## src/rtl/tdcfg_pkg.sv

```systemverilog
package tdcfg_pkg;

  // Window offsets whose meaning the decode depends on
  localparam logic [2:0] OFS_RDTIM = 3'd0;
  localparam logic [2:0] OFS_WRTIM = 3'd1;
  localparam logic [2:0] OFS_ERR   = 3'd1;
  localparam logic [2:0] OFS_GATE  = 3'd2;
  localparam logic [2:0] OFS_CTRL  = 3'd3;
  localparam logic [2:0] OFS_STRAP = 3'd5;
  localparam logic [2:0] OFS_MISC  = 3'd6;

  localparam logic [7:0] KEY_OPEN  = 8'h03;
  localparam logic [7:0] KEY_CLOSE = 8'h83;
  localparam logic [7:0] PROBE_KEY = 8'hFF;

  typedef enum logic [1:0] {
    SEQ_IDLE = 2'd0,
    SEQ_ONE  = 2'd1,
    SEQ_TWO  = 2'd2,
    SEQ_OPEN = 2'd3
  } seqState_e;

  // Strobes from the sequencer to the register datapath
  typedef struct packed {
    logic locked;
    logic probeHit;
    logic wrRdTim;
    logic wrWrTim;
    logic wrCtrl;
    logic wrStrap;
    logic wrMisc;
  } cfgStrobe_t;

endpackage

```

## src/rtl/tdcfg_seq.sv

```systemverilog
module tdcfg_seq
  import tdcfg_pkg::*;
#(
  parameter int ADDR_W = 3
) (
  input  logic              clk,
  input  logic              rstN,
  input  logic [ADDR_W-1:0] busAddr,
  input  logic              busRd8,
  input  logic              busRd16,
  input  logic              busWr8,
  input  logic              busWr16,
  input  logic [7:0]        wrByte,
  output cfgStrobe_t        stb
);

  seqState_e stateQ, stateD;
  logic      probeQ, probeD;

  logic anyAcc, errRd, keyOpen, keyClose, probeArm, probeRd, isOpen;

  assign anyAcc   = busRd8 | busRd16 | busWr8 | busWr16;
  assign errRd    = busRd16 && (busAddr == ADDR_W'(OFS_ERR));
  assign keyOpen  = busWr8 && (busAddr == ADDR_W'(OFS_GATE)) && (wrByte == KEY_OPEN);
  assign keyClose = busWr8 && (busAddr == ADDR_W'(OFS_GATE)) && (wrByte == KEY_CLOSE);
  assign probeArm = busWr8 && (busAddr == ADDR_W'(OFS_STRAP)) && (wrByte == PROBE_KEY);
  assign probeRd  = busRd16 && (busAddr == ADDR_W'(OFS_STRAP));
  assign isOpen   = (stateQ == SEQ_OPEN);

  always_comb begin
    stateD = stateQ;
    probeD = probeQ;
    if (isOpen) begin
      probeD = 1'b0;
      if (keyClose) stateD = SEQ_IDLE;
    end else if (anyAcc) begin
      probeD = probeArm;
      if (errRd)
        stateD = (stateQ == SEQ_IDLE) ? SEQ_ONE : SEQ_TWO;
      else if (keyOpen && stateQ == SEQ_TWO)
        stateD = SEQ_OPEN;
      else
        stateD = SEQ_IDLE;
    end
  end

  always_ff @(posedge clk) begin
    if (!rstN) begin
      stateQ <= SEQ_IDLE;
      probeQ <= 1'b0;
    end else begin
      stateQ <= stateD;
      probeQ <= probeD;
    end
  end

  always_comb begin
    stb          = '0;
    stb.locked   = !isOpen;
    stb.probeHit = !isOpen && probeQ && probeRd;
    stb.wrRdTim  = isOpen && busWr8 && (busAddr == ADDR_W'(OFS_RDTIM));
    stb.wrWrTim  = isOpen && busWr8 && (busAddr == ADDR_W'(OFS_WRTIM));
    stb.wrCtrl   = isOpen && busWr8 && (busAddr == ADDR_W'(OFS_CTRL));
    stb.wrStrap  = isOpen && busWr8 && (busAddr == ADDR_W'(OFS_STRAP));
    stb.wrMisc   = isOpen && busWr8 && (busAddr == ADDR_W'(OFS_MISC));
  end


  unlock_opens_chk: assert property (@(posedge clk) disable iff (!rstN)
    (stateQ == SEQ_TWO && keyOpen) |=> !stb.locked);


  no_early_open_chk: assert property (@(posedge clk) disable iff (!rstN)
    (stb.locked && stateQ != SEQ_TWO) |=> stb.locked);


  relock_chk: assert property (@(posedge clk) disable iff (!rstN)
    (!stb.locked && keyClose) |=> stb.locked);


  stay_open_chk: assert property (@(posedge clk) disable iff (!rstN)
    (!stb.locked && !keyClose) |=> !stb.locked);

endmodule

```

## src/rtl/tdcfg_regs.sv

```systemverilog
module tdcfg_regs
  import tdcfg_pkg::*;
#(
  parameter int         NDEV    = 2,
  parameter logic [7:0] DEF_TIM = 8'h6B
) (
  input  logic                 clk,
  input  logic                 rstN,
  input  cfgStrobe_t           stb,
  input  logic [7:0]           wrByte,
  input  logic [7:0]           strapPins,
  output logic [NDEV-1:0][7:0] rdTimEff,
  output logic [NDEV-1:0][7:0] wrTimEff,
  output logic [1:0]           addrSetup,
  output logic [7:0]           ctrlQ,
  output logic [7:0]           strapQ,
  output logic [7:0]           miscQ,
  output logic                 overrideOn
);

  localparam int SEL_W = (NDEV > 1) ? $clog2(NDEV) : 1;

  logic [NDEV-1:0][7:0] rdBank, wrBank;
  logic [SEL_W-1:0]     devSel;

  assign devSel     = miscQ[SEL_W-1:0];
  assign overrideOn = ctrlQ[0];
  assign addrSetup  = miscQ[5:4];

  always_ff @(posedge clk) begin
    if (!rstN) begin
      ctrlQ  <= 8'h00;
      strapQ <= strapPins;
      miscQ  <= 8'h00;
    end else begin
      if (stb.wrCtrl)  ctrlQ  <= wrByte;
      if (stb.wrStrap) strapQ <= wrByte;
      if (stb.wrMisc)  miscQ  <= wrByte;
    end
  end

  for (genvar g = 0; g < NDEV; g++) begin : g_bank
    always_ff @(posedge clk) begin
      if (!rstN) begin
        rdBank[g] <= DEF_TIM;
        wrBank[g] <= DEF_TIM;
      end else begin
        if (stb.wrRdTim && devSel == SEL_W'(g)) rdBank[g] <= wrByte;
        if (stb.wrWrTim && devSel == SEL_W'(g)) wrBank[g] <= wrByte;
      end
    end
    assign rdTimEff[g] = overrideOn ? rdBank[g] : DEF_TIM;
    assign wrTimEff[g] = overrideOn ? wrBank[g] : DEF_TIM;
  end


  locked_hold_chk: assert property (@(posedge clk) disable iff (!rstN)
    stb.locked |=> ($stable(ctrlQ) && $stable(strapQ) && $stable(miscQ)
                    && $stable(rdBank) && $stable(wrBank)));


  bank0_write_chk: assert property (@(posedge clk) disable iff (!rstN)
    (stb.wrRdTim && devSel == '0) |=> (rdBank[0] == $past(wrByte)));

endmodule

```

## src/rtl/tf_trapdoor_cfg.sv

```systemverilog
module tf_trapdoor_cfg
  import tdcfg_pkg::*;
#(
  parameter int         ADDR_W  = 3,
  parameter int         DATA_W  = 16,
  parameter int         NDEV    = 2,
  parameter logic [7:0] DEF_TIM = 8'h6B
) (
  input  logic                 clk,
  input  logic                 rstN,
  input  logic [ADDR_W-1:0]    busAddr,
  input  logic                 busRd8,
  input  logic                 busRd16,
  input  logic                 busWr8,
  input  logic                 busWr16,
  input  logic [DATA_W-1:0]    busWdata,
  output logic [DATA_W-1:0]    busRdata,
  output logic [ADDR_W-1:0]    tfAddr,
  output logic                 tfRd8,
  output logic                 tfRd16,
  output logic                 tfWr8,
  output logic                 tfWr16,
  output logic [DATA_W-1:0]    tfWdata,
  input  logic [DATA_W-1:0]    tfRdata,
  input  logic [7:0]           strapPins,
  input  logic                 clkSpeed,
  output logic                 cfgOpen,
  output logic [NDEV-1:0][7:0] rdTiming,
  output logic [NDEV-1:0][7:0] wrTiming,
  output logic [1:0]           addrSetup,
  output logic [7:0]           ctrlReg,
  output logic [7:0]           strapReg,
  output logic [7:0]           miscReg,
  output logic                 overrideOn
);

  cfgStrobe_t stb;

  tdcfg_seq #(.ADDR_W(ADDR_W)) u_seq (
    .clk     (clk),
    .rstN    (rstN),
    .busAddr (busAddr),
    .busRd8  (busRd8),
    .busRd16 (busRd16),
    .busWr8  (busWr8),
    .busWr16 (busWr16),
    .wrByte  (busWdata[7:0]),
    .stb     (stb)
  );

  tdcfg_regs #(.NDEV(NDEV), .DEF_TIM(DEF_TIM)) u_regs (
    .clk        (clk),
    .rstN       (rstN),
    .stb        (stb),
    .wrByte     (busWdata[7:0]),
    .strapPins  (strapPins),
    .rdTimEff   (rdTiming),
    .wrTimEff   (wrTiming),
    .addrSetup  (addrSetup),
    .ctrlQ      (ctrlReg),
    .strapQ     (strapReg),
    .miscQ      (miscReg),
    .overrideOn (overrideOn)
  );

  assign cfgOpen = !stb.locked;
  assign tfAddr  = busAddr;
  assign tfWdata = busWdata;
  assign tfRd8   = stb.locked & busRd8;
  assign tfRd16  = stb.locked & busRd16;
  assign tfWr8   = stb.locked & busWr8;
  assign tfWr16  = stb.locked & busWr16;

  always_comb begin
    if (!stb.locked)      busRdata = '0;
    else if (stb.probeHit) busRdata = {{(DATA_W-1){1'b0}}, clkSpeed};
    else                  busRdata = tfRdata;
  end

endmodule

```

## config.mk

```make
export PLATFORM = sky130hd
export DESIGN_NAME = tf_trapdoor_cfg
export DESIGN_NICKNAME = d
export VERILOG_FILES = /design/src/rtl/tdcfg_pkg.sv /design/src/rtl/tdcfg_seq.sv /design/src/rtl/tdcfg_regs.sv /design/src/rtl/tf_trapdoor_cfg.sv
export SDC_FILE = /design/constraint.sdc
export NUM_CORES = 1
export LEC_CHECK = 0
export BUFFER_PORTS_ARGS = -buffer_cell sky130_fd_sc_hd__buf_4
export CAP_MARGIN = 10
export CORE_UTILIZATION = 46
export DETAILED_ROUTE_END_ITERATION = 12
export PLACE_DENSITY = 0.87
export RECOVER_POWER = 25
export SETUP_SLACK_MARGIN = 0.05
export SYNTH_ARGS = -nofsm -noshare
export SYNTH_HDL_FRONTEND = slang
export SYNTH_SLANG_ARGS = --single-unit
```

## constraint.sdc

```tcl
create_clock -name clk -period 2 [get_ports clk]
set_input_delay 0.5 -clock clk [delete_from_list [all_inputs] [get_ports clk]]
set_output_delay 0.5 -clock clk [all_outputs]
set_load 0.05 [all_outputs]
```

==> qor.csv <==
stage,metric,value,unit
status,status,finished clean,
worst_setup_path,path_class,register to output pin,
place,hpwl,5560,um
floorplan,core-area,6060,um^2
drt,wl_per_cell,15.9,um
cts,hold_buffers,0,
logic_synthesis,synth.top_cell.area_share,34.3,%
job,maxCapViolCount,0,
cts,cts-root-buf,clkbuf_8,
logic_synthesis,syn_inst,317,
global_routing,grt_remaining_overflow,0,
logic_synthesis,synth_warnings,0,
final_layout,antenna_cells,0,
timing,finalHoldViolCount,0,
drt,first_pass_iters,4,
global_routing,grt_pass1_vias,2494,
final_layout,drive_gt1_share,45.3,%
worst_setup_path,cp_max_fo,8,
worst_setup_path,crit_chain,nand2_4 -> clkinvlp_4 -> nor2_4 -> and2_4 -> buf_8,
timing,maxSlewViolCount,0,
logic_synthesis,synth_area,2970,um^2
power,seq_power_share,47.8,%
global_routing,grt_usage,24.5,%
power,p_int,0.00184,W
logic_synthesis,synth_cell_types,34,
final_layout,fillers,477,
timing,fmax,504,MHz
power,p_sw_share,27.8,%
final_layout,area_growth,44.0,%
worst_setup_path,path_delay_family,simple AND/OR/NAND/NOR gates,
logic_synthesis,synth_seq_area_share,42.4,%
final_layout,final_cell_count_no_fill,512,
drt,drt-initial-drc-count,81,
floorplan,die_area,6790,um^2
cts,worst_skew_pair.late_latency,0.32,ns
power,power_density,596,nW/um^2
power,p_switching,0.000709,W
timing,fin_crit,1.98,ns
power,power.share.clock,33.4,%
logic_synthesis,synthTopCellsByArea,"dfxtp_1 34%, mux2i_1 13%, edfxtp_1 8.1%, and2_1 6.5%, buf_4 5.8%",
floorplan,ioPinCount,149,
drt,vias_per_cell,5.08,
drt,route.detailed.drc,0,
worst_setup_path,r2r_slack,0.35,ns
logic_synthesis,ys_seq_elements,59,
logic_synthesis,synth_nets,367,
timing,rsz0062_at_grt,yes,
cts,clkTransAtPathRegs,0.06,ns
power,combPwrFrac,18.8,%
global_routing,grt_pass1_wl,12200,um
final_layout,fin_nets,484,
timing,slew_headroom,52.2,%
cts,numCtsBuffers,9,
timing,post-route-period-util,99.2,%
floorplan,rows,28,
timing,fin_skew,0.00596,ns
place,dpl.cell_count,491,
timing,setup_tns,0,ns
place,port_buffers,132,
worst_setup_path,critPathLaunchType,register,
worst_setup_path,cp.arrival,1.48,ns
cts,cts_max_level,3,
cts,cts_sinks,59,
worst_hold_path,hp-class,register to register,
drt,vias,2602,
logic_synthesis,syn_area_per_cell,9.38,um^2
power,ir_drop,0.000380,V
cts,clockBufferDepth,2,
drt,wl,8160,um
place,routabilityCongestion,0.834,
global_routing,antenna_found_initial,0,
cts,cts_tree,yes,
worst_setup_path,slowest_delay,0.35,ns
worst_setup_path,worstPathRequired,1.50,ns
logic_synthesis,yosysTopAreaCell,dfxtp_1,
worst_setup_path,crit_path_end_kind,output pin,
worst_setup_path,slowest_stage,dfxtp_4,
floorplan,die_h,82.4,um
worst_setup_path,critical_path_buf_inv_count,2,
power,p_leak,1.88,nW
timing,tightest_slew,0.717,ns
floorplan,die_x,82.4,um
timing,setup_viol,0,
global_routing,grt_max_degree,40,
floorplan,start_util,49.1,%
drt,antenna_left,0,
## through the flow
stage	instance area, um^2	hold slack [ns]	setup slack (ns)	utilization (%)	power [W]
finish	4280	0.463	0.0167	70.6	0.00255
global route	4280	0.464	-0.0280	70.6	0.00265
global placement	3930	0.444	0.00759	64.9	0.00168
CTS	4210	0.461	0.0392	69.5	0.00255
detailed placement	3930	0.447	-0.0289	64.9	0.00169
floorplan	3030	0.432	-0.00982	-	0.00157
## final cells by class
cell class,count,area [um^2],share of cell area (%)
clock inverters,1,5.00,0.117
well taps,75,93.8,2.19
inverters,1,7.51,0.175
flip-flops and latches,59,1270,29.7
repair buffers,150,1240,29.0
clock buffers,13,139,3.24
multi-input cells,213,1520,35.6
## logic make-up (layout without fill, tap and decap cells)
family | count (synthesis) | after routing | synth area share [%]
flops | 59 | 59 | 42.4
buf+inv | 46 | 165 | 9.09
mux | 48 | 48 | 16.5
compound gates | 13 | 13 | 2.65
simple gates | 151 | 152 | 29.4
## routing by layer
metal,up-vias,routed length (um),track usage [%]
li1,1268,-,-
met1,1225,3240,27.8
met2,95,4200,43.3
met3,14,539,6.26
met4,0,179,10.7
met5,-,0,0
## power groups by stage
| stage | clock, W | sequential [W] | combinational (W) |
|---|---|---|---|
| 2_1_floorplan | 0 | 0.00130 | 0.000269 |
| 3_3_place_gp | 0 | 0.00125 | 0.000434 |
| 3_5_place_dp | 0 | 0.00125 | 0.000437 |
| 4_1_cts | 0.000865 | 0.00122 | 0.000460 |
| 5_1_grt | 0.000937 | 0.00122 | 0.000496 |
| 6_report | 0.000854 | 0.00122 | 0.000479 |
## flip-flops by register name (all words and copies together) (netlist names)
register and flops:
u_regs.ctrlQ 8, u_regs.miscQ 8, u_regs.rdBank 16, u_regs.strapQ 8, u_regs.wrBank 16, u_seq.probeQ 1
u_seq.stateQ 2
## Yosys cell counts, drive strengths merged
master / n
a21oi: 4
clkbuf: 18
nor4bb: 2
and4b: 1
a21boi: 3
inv: 1
o21ai: 3
nand3: 8
nor3b: 3
edfxtp: 8
a21o: 2
nor2: 5
nor2b: 27
and2: 31
buf: 27
nand3b: 3
nand4b: 2
dfxtp: 51
a31oi: 1
mux2i: 40
nand2: 40
nand4: 2
mux2: 8
nor3: 1
nor4: 4
or4b: 1
nand2b: 20
nor4b: 1
## placed cells by master, fill, tap and decap left out, types with 4 or more instances in the layout
cell type	instances
mux2_2	8
nand2b_1	20
nor2b_1	27
edfxtp_1	8
and2_1	16
buf_8	14
mux2i_1	40
clkbuf_1	4
dfxtp_1	48
clkbuf_8	9
nand3_1	6
buf_4	132
nand2_1	38
and2_4	14
## final timing paths
path,start,end,depth (start not counted)
setup reg to reg,u_seq.stateQ[0],u_regs.ctrlQ[4],6
hold / removal,u_regs.rdBank[5],u_regs.rdBank[5],2
setup / recovery,u_seq.stateQ[0],busRdata[11],5
hold reg to reg,u_regs.rdBank[5],u_regs.rdBank[5],2
## tightest hold or removal path, stage by stage, from the launching register on
cell and delay [ns]:
dfxtp_1 0.32, nand2_1 0.05, nand3_1 0.06
## repair_timing
item / 4_1_cts / 5_1_grt
cloned: 1 / 0
pin swaps: 10 / 13
setup endpoints to repair: 15 / 28
gates resized for setup: 32 / 22
setup buffers: 5 / 1
endpoints found under the hold margin: 0 / 0
Power figures use the tool's default switching activity.
